### src/rtl/shadow_cfg_pkg.sv
package shadow_cfg_pkg;

   typedef enum logic [1:0] {
      SEL_MODE   = 2'd0,
      SEL_SHADOW = 2'd1,
      SEL_AUX    = 2'd2,
      SEL_NONE   = 2'd3
   } reg_sel_e;

   // Address map: 0 mode, 1..n shadowed, n+1 auxiliary, rest unused
   function automatic reg_sel_e sel_of(input int unsigned addr, input int unsigned n);
      if (addr == 0)
         return SEL_MODE;
      else if (addr <= n)
         return SEL_SHADOW;
      else if (addr == n + 1)
         return SEL_AUX;
      else
         return SEL_NONE;
   endfunction

endpackage

### src/rtl/shadow_cfg_ctrl.sv
module shadow_cfg_ctrl
   import shadow_cfg_pkg::*;
#(
   parameter int N_SHADOW = 4,
   parameter int DATA_W   = 8,
   parameter int ADDR_W   = 3,
   parameter int MODE_BIT = 0
) (
   input  logic              por_recall_i,
   input  logic              wp_n_i,
   input  logic              wr_en_i,
   input  logic [ADDR_W-1:0] addr_i,
   input  logic [DATA_W-1:0] wr_data_i,
   input  logic [DATA_W-1:0] mode_q_i,
   output logic              recall_o,
   output logic              mode_we_o,
   output logic              aux_we_o,
   output logic [N_SHADOW-1:0] shadow_we_o,
   output logic              persist_en_o
);

   reg_sel_e sel;
   logic     wr_ok;
   logic     next_mode_bit;
   logic     wr_trig;

   always_comb begin
      sel           = sel_of(32'(addr_i), N_SHADOW);
      wr_ok         = wr_en_i & wp_n_i;
      // a write to the mode register decides with its own new bit
      next_mode_bit = (sel == SEL_MODE) ? wr_data_i[MODE_BIT] : mode_q_i[MODE_BIT];
      wr_trig       = wr_ok & ((sel == SEL_MODE) | (sel == SEL_AUX)) & ~next_mode_bit;
      recall_o      = por_recall_i | wr_trig;
      mode_we_o     = wr_ok & (sel == SEL_MODE);
      aux_we_o      = wr_ok & (sel == SEL_AUX);
      persist_en_o  = mode_q_i[MODE_BIT];
   end

   for (genvar i = 0; i < N_SHADOW; i++) begin : g_we
      // recall outranks a shadowed write in the same cycle
      assign shadow_we_o[i] = wr_ok & (sel == SEL_SHADOW) &
                              (addr_i == ADDR_W'(i + 1)) & ~recall_o;
   end

endmodule

### src/rtl/shadow_cfg_cell.sv
module shadow_cfg_cell #(
   parameter int              DATA_W = 8,
   parameter logic [DATA_W-1:0] INIT = '0
) (
   input  logic              clk,
   input  logic              rst_n,
   input  logic              recall_i,
   input  logic              we_i,
   input  logic              persist_en_i,
   input  logic [DATA_W-1:0] wdata_i,
   output logic [DATA_W-1:0] work_q_o,
   output logic [DATA_W-1:0] persist_q_o
);

   always_ff @(posedge clk or negedge rst_n) begin
      if (!rst_n) begin
         work_q_o    <= INIT;
         persist_q_o <= INIT;
      end else if (recall_i) begin
         work_q_o <= persist_q_o;
      end else if (we_i) begin
         work_q_o <= wdata_i;
         if (persist_en_i)
            persist_q_o <= wdata_i;
      end
   end

   // a recall loads the working copy from the persistent copy
   a_r2_recall_loads: assert property (@(posedge clk) disable iff (!rst_n)
      recall_i |=> (work_q_o == $past(persist_q_o)));

   // persist-mode write lands in both copies
   a_r3_both_copies: assert property (@(posedge clk) disable iff (!rst_n)
      (we_i && persist_en_i && !recall_i) |=> (persist_q_o == work_q_o));

   // volatile-only write leaves the persistent copy alone
   a_r4_volatile_only: assert property (@(posedge clk) disable iff (!rst_n)
      (!persist_en_i) |=> $stable(persist_q_o));

endmodule

### src/rtl/shadow_cfg_bank.sv
module shadow_cfg_bank
   import shadow_cfg_pkg::*;
#(
   parameter int              N_SHADOW  = 4,
   parameter int              DATA_W    = 8,
   parameter int              ADDR_W    = 3,
   parameter int              MODE_BIT  = 0,
   parameter logic [DATA_W-1:0] INIT_BASE = 8'h30
) (
   input  logic                       clk,
   input  logic                       rst_n,
   input  logic                       por_recall_i,
   input  logic                       wp_n_i,
   input  logic                       wr_en_i,
   input  logic [ADDR_W-1:0]          addr_i,
   input  logic [DATA_W-1:0]          wr_data_i,
   output logic [DATA_W-1:0]          rd_data_o,
   output logic [DATA_W-1:0]          mode_o,
   output logic [DATA_W-1:0]          aux_o,
   output logic [N_SHADOW*DATA_W-1:0] work_o
);

   localparam int MIN_ADDR_W = $clog2(N_SHADOW + 2);
   localparam int AUX_ADDR   = N_SHADOW + 1;

   if (ADDR_W < MIN_ADDR_W) begin : g_bad_addr_w
      $error("ADDR_W too small for the register map");
   end
   if (MODE_BIT >= DATA_W || MODE_BIT < 0) begin : g_bad_mode_bit
      $error("MODE_BIT outside data width");
   end
   if (N_SHADOW < 1) begin : g_bad_count
      $error("N_SHADOW must be at least 1");
   end

   logic                       recall;
   logic                       mode_we;
   logic                       aux_we;
   logic [N_SHADOW-1:0]        shadow_we;
   logic                       persist_en;
   logic [DATA_W-1:0]          mode_q;
   logic [DATA_W-1:0]          aux_q;
   logic [N_SHADOW*DATA_W-1:0] persist_flat;
   logic [N_SHADOW*DATA_W-1:0] work_flat;

   shadow_cfg_ctrl #(
      .N_SHADOW(N_SHADOW),
      .DATA_W  (DATA_W),
      .ADDR_W  (ADDR_W),
      .MODE_BIT(MODE_BIT)
   ) u_ctrl (
      .por_recall_i(por_recall_i),
      .wp_n_i      (wp_n_i),
      .wr_en_i     (wr_en_i),
      .addr_i      (addr_i),
      .wr_data_i   (wr_data_i),
      .mode_q_i    (mode_q),
      .recall_o    (recall),
      .mode_we_o   (mode_we),
      .aux_we_o    (aux_we),
      .shadow_we_o (shadow_we),
      .persist_en_o(persist_en)
   );

   always_ff @(posedge clk or negedge rst_n) begin
      if (!rst_n) begin
         mode_q <= '0;
         aux_q  <= '0;
      end else begin
         if (mode_we) mode_q <= wr_data_i;
         if (aux_we)  aux_q  <= wr_data_i;
      end
   end

   for (genvar i = 0; i < N_SHADOW; i++) begin : g_cell
      shadow_cfg_cell #(
         .DATA_W(DATA_W),
         .INIT  (INIT_BASE + DATA_W'(i))
      ) u_cell (
         .clk         (clk),
         .rst_n       (rst_n),
         .recall_i    (recall),
         .we_i        (shadow_we[i]),
         .persist_en_i(persist_en),
         .wdata_i     (wr_data_i),
         .work_q_o    (work_flat[i*DATA_W +: DATA_W]),
         .persist_q_o (persist_flat[i*DATA_W +: DATA_W])
      );
   end

   always_comb begin
      rd_data_o = '0;
      unique case (sel_of(32'(addr_i), N_SHADOW))
         SEL_MODE:   rd_data_o = mode_q;
         SEL_SHADOW: begin
            for (int k = 0; k < N_SHADOW; k++)
               if (addr_i == ADDR_W'(k + 1))
                  rd_data_o = persist_flat[k*DATA_W +: DATA_W];
         end
         SEL_AUX:    rd_data_o = aux_q;
         default:    rd_data_o = '0;
      endcase
   end

   assign mode_o = mode_q;
   assign aux_o  = aux_q;
   assign work_o = work_flat;

   // with protect low and no power-up pulse nothing moves
   a_r6_protect_holds: assert property (@(posedge clk) disable iff (!rst_n)
      (!wp_n_i && !por_recall_i) |=> ($stable(mode_q) && $stable(aux_q) &&
                                      $stable(persist_flat) && $stable(work_flat)));

   // accepted auxiliary write shows up after one edge
   a_r10_aux_write: assert property (@(posedge clk) disable iff (!rst_n)
      (wp_n_i && wr_en_i && addr_i == ADDR_W'(AUX_ADDR)) |=> (aux_o == $past(wr_data_i)));

   // accepted mode write shows up after one edge
   a_r10_mode_write: assert property (@(posedge clk) disable iff (!rst_n)
      (wp_n_i && wr_en_i && addr_i == '0) |=> (mode_o == $past(wr_data_i)));

endmodule

### config.mk
export PLATFORM = sky130hd
export DESIGN_NAME = shadow_cfg_bank
export DESIGN_NICKNAME = d
export VERILOG_FILES = /design/src/rtl/shadow_cfg_pkg.sv /design/src/rtl/shadow_cfg_ctrl.sv /design/src/rtl/shadow_cfg_cell.sv /design/src/rtl/shadow_cfg_bank.sv
export SDC_FILE = /design/constraint.sdc
export NUM_CORES = 1
export LEC_CHECK = 0
export ABC_AREA = 1
export BUFFER_PORTS_ARGS = -buffer_cell sky130_fd_sc_hd__buf_2
export CORE_MARGIN = 5
export CORE_UTILIZATION = 55
export DETAILED_ROUTE_END_ITERATION = 12
export HOLD_SLACK_MARGIN = 0.08
export MAX_ROUTING_LAYER = met4
export PLACE_DENSITY = 0.77
export SYNTH_ARGS = -nofsm -noshare
export SYNTH_HDL_FRONTEND = slang
export SYNTH_HIERARCHICAL = 1
export SYNTH_SLANG_ARGS = --single-unit
### constraint.sdc
create_clock -name clk -period 2.6 [get_ports clk]
set_input_delay 0.39 -clock clk [delete_from_list [all_inputs] [get_ports clk]]
set_output_delay 0.39 -clock clk [all_outputs]
set_load 0.01 [all_outputs]
Yosys cells after proc, flatten, opt, wreduce, memory -nomap -nowiden --
Index checks and enable logic that the tools add are counted.
Storage, ports and cells: bits in registers 80, bits of input ports 16, output and inout bits 56, word-level logic and storage cells 63
Operators by class: $lt $le $gt $ge 1, equality and inequality tests 7, muxes and demuxes 17, bitwise logic cells 18, reduce and logical (&&, ||, !) cells 10
Operators by type and width (count):
- $mux W8 | 12
- $pmux W8 S3 | 1
- $and A1 B1 Y1 | 14
- $reduce_and A3 Y1 | 4
- $reduce_bool A2 Y1 | 4
- $eq A3 B2 Y1 const B | 2
- $eq A3 B3 Y1 const B | 2
- $mux W2 | 2
- $eq A3 B1 Y1 const B | 1
- $le A3 B3 Y1 const B | 1
- $logic_not A3 Y1 | 1
- $eq A2 B1 Y1 const B | 1
- $eq A2 B2 Y1 const B | 1
- $logic_not A2 Y1 | 1
- $mux W1 | 2
- $not A1 Y1 | 2
- $or A1 B1 Y1 | 2

Longest topological paths before layout --
word-level depth 13, depth in mapped cells 12, mapped depth without buffers 11

Cells and area by module --
The synthesis kept the hierarchy.
By module, submodules not included:
- shadow_cfg_cell (g_cell[1].u_cell ...) | times used 2, cells each 80, area an instance 748.2 um^2, sequential area each 407.9 um^2
- shadow_cfg_bank | times used 1, cells each 145, area an instance 1179.9 um^2, sequential area each 400.4 um^2
- shadow_cfg_cell (g_cell[3].u_cell) | times used 1, cells each 80, area an instance 750.7 um^2, sequential area each 410.4 um^2
- shadow_cfg_cell (g_cell[0].u_cell) | times used 1, cells each 80, area an instance 745.7 um^2, sequential area each 405.4 um^2
- shadow_cfg_ctrl | times used 1, cells each 28, area an instance 142.6 um^2, sequential area each 0.0 um^2

Worst setup path after synthesis --
No wires, ideal clock.
path kind input to output, start in addr_i[1], end out rd_data_o[3], data arrival time 1.121 ns, required time 2.210 ns, setup slack 1.089 ns, stages on the path 6, path buffers 1, path through buf_6 -> nor2_2 -> nand2_1 -> or2_2 -> nand2_1 -> nand2_1
On the way: word-level cells in the longest chain between the ends 6, elaborated cells on any way between the ends 18, classes of those cells order compare: 1; eq/ne: 7; mux: 8; reduce/logical: 2
Ends and longest elaborated chain:
- start: declaration | line shadow_cfg_bank.sv:15 | input logic [ADDR_W-1:0] addr_i,
- branches (longest 5 deep; another with $le A3 B3 Y1)
- $pmux W8 S3 (*) | line shadow_cfg_bank.sv:93 | unique case (sel_of(32'(addr_i), N_SHADOW))
- end: declaration | line shadow_cfg_bank.sv:17 | output logic [DATA_W-1:0] rd_data_o,
Mark *: on every way between the ends.

Final worst setup path --
start in addr_i[0], end out rd_data_o[3]
The elaborated chain is that of the path after synthesis.

==> results.tsv <==
stage	metric	value	unit
layout	syn_to_final_growth	11.5	%
logic_synthesis	ys_seq_area_share	47.1	%
layout	diodes	0	
timing	worst_pin_slew	1000	ps
clock_tree	cts_buffer_depth	2	
clock_tree	post_cts_buffers	0	
clock_tree	cts_hold_buf	0	
global_routing	grt_pass1_wl	19000	µm
floorplanning	die_h	98.6	µm
floorplanning	row_count	32	
global_routing	grt_use_total	25.2	%
timing	setup_ws	373	ps
placement	gp_congestion	0.910	
clock_tree	cts_tree	done	
clock_tree	htreeDepth	3	
floorplanning	die_area	9720	µm²
timing	relSlewSlack	33.2	%
flow_run	cap_violations	0	
clock_tree	clk_pin_slew_worst_paths	80	ps
timing	tns	0	ps
layout	final_common_cell	nand2_1	
critical_path	critPathLaunchType	input pin	
critical_path	r2r-start	mode_o[0]$_DFFE_PN0P_	
critical_path	cp-startpoint	addr_i[0]	
logic_synthesis	synth_cell_types	26	
critical_path	cp.arrival	1840	ps
floorplanning	start_util	56.1	%
logic_synthesis	synthTopCellsByArea	dfrtp_1 (32%), nand2_1 (16%), dfstp_2 (15%)	
critical_path	reg2regPathDepth	9	
power	p_leak	2.51	nW
critical_path	end_kind	output port	
timing	hold_violations	0	
clock_tree	numClockSinks	80	
floorplanning	die_width	98.6	µm
logic_synthesis	synth_top_area_share	32.5	%
critical_path	rrSetupSlack	690	ps
timing	fin_skew	9.54	ps
clock_tree	root_buffer	clkbuf_8	
drt	drc	0	
run_status	outcome	finished, final reports clean	
global_routing	grt_overflow_total	0	
power	p_per_area	635	nW/µm²
logic_synthesis	synth-seq-cells	80	
floorplanning	io-pin-count	72	
timing	setup_violations	0	
logic_synthesis	yosysWarnings	6	
logic_synthesis	synth_nets	509	
layout	nFillCells	699	
clock_tree	clk_latency	350	ps
global_routing	grt_pass1_vias	3635	
power	ir_worst_vdd	0.397	mV
clock_tree	cts_buffers	9	
layout	drive_gt1_share	31.1	%
drt	ant_nets	0	
logic_synthesis	synth_area	4320	µm²
placement	place_ws	279	ps
critical_path	worstSetupPathType	input pin to output port	
logic_synthesis	avgSynthCellArea	8.75	µm²
layout	final_cell_mix	nand2_1 (183), buf_2 (70), nand3_1 (64), dfrtp_1 (56), nand4_1 (55)	
drt	drtIter0Drc	366	
timing	fin_crit	2230	ps
logic_synthesis	synth_top_cell_by_area	dfrtp_1	
drt	finalWirelength	11600	µm
min_path	hold_path_class	input pin to async pin	
layout	final_util	62.6	%
critical_path	required	2210	ps
placement	port_buffers	71	
timing	rsz0062_at_grt	false	
logic_synthesis	synth_cells	493	
power	total_power	3.05	mW
global_routing	grt_max_degree	81	
drt	num_vias	3896	
floorplanning	core_area	7690	µm²
drt	drt-vias-per-instance	5.87	
timing	slew_viol_final	0	
layout	fin_nets	573	
critical_path	r2r-end	g_cell[3].u_cell/persist_q_o[7]$_DFFE_PN0P_	
drt	dr.pass1.iters	6	
drt	post_drt_wl_per_cell	17.4	µm
critical_path	cp_max_fo	15	
timing	finalCritPeriodShare	85.7	%
clock_tree	postCtsResizedCells	0	
global_routing	antenna_found_initial	0	
placement	dp_hpwl	7750	µm
timing	fmax	449	MHz
-- where the power goes --
group	total [mW]	internal (mW)	switching, mW
clock network	1.02	0.562	0.454
logic	0.559	0.196	0.362
registers	1.48	1.39	0.0941
-- Yosys cell counts (all sizes together) --
library cell	count
nand2	185
nand3	76
dfrtp	56
nand4	55
buf	28
dfstp	24
inv	22
nor2	18
mux2	16
o21bai	6
clkbuf	2
nor3	2
o21ai	2
or2	1
-- flip-flops by register name, indices dropped and copies added, names as in the netlist --
register,flops
g_cell.u_cell/persist_q_o,32
g_cell.u_cell/work_q_o,32
aux_o,8
mode_o,8
-- worst max-delay path: stages --
cell and delay (ps):
buf_2 170, buf_4 220, nor2_2 130, nand2_1 280
or2_2 380, nand2_1 80, nand2_1 50, buf_2 130
-- worst max path at each step --
stage / slack, ps / end
6_report: 370 / rd_data_o[3]
5_1_grt: 260 / rd_data_o[3]
4_1_cts: 420 / rd_data_o[3]
3_5_place_dp: 280 / g_cell[1].u_cell/persist_q_o[3]$_DFFE_PN0P_
3_3_place_gp: 380 / g_cell[1].u_cell/persist_q_o[3]$_DFFE_PN0P_
2_1_floorplan: 1090 / rd_data_o[3]
-- per-stage QoR --
| step | cell area [µm²] | std cells | hold slack [ps] |
|---|---|---|---|
| after floorplan | 4320 | 493 | 94.4 |
| after global placement | 4590 | 648 | 459 |
| after detailed placement | 4590 | 648 | 465 |
| after CTS | 4810 | 664 | 239 |
| after global routing | 4810 | 664 | 267 |
| final | 4810 | 664 | 180 |
-- final cells by class --
cell class              instances  area (µm²)  area share (%)
flip-flops and latches         80        2030            42.2
multi-input cells             361        1880            39.1
repair buffers                 83         448            9.31
clock inverters                 6        82.6            1.72
inverters                      22         103            2.13
clock buffers                  10         138            2.86
well taps                     102         128            2.65
-- layer usage --
| layer | routed length, µm | GRT usage [%] |
|---|---|---|
| met5 | 0 | - |
| met4 | 224 | 6.62 |
| met2 | 5580 | 38.6 |
| met3 | 768 | 4.81 |
| met1 | 5000 | 34.6 |
-- kinds of logic after synthesis --
kind of cell	share of synthesized area [%]
DFF	47.1
and+or+nand+nor	38.0
AOI/OAI and AO/OA	1.45
muxes	4.18
buffers and inverters	9.28
Power figures use the tool's default switching activity.
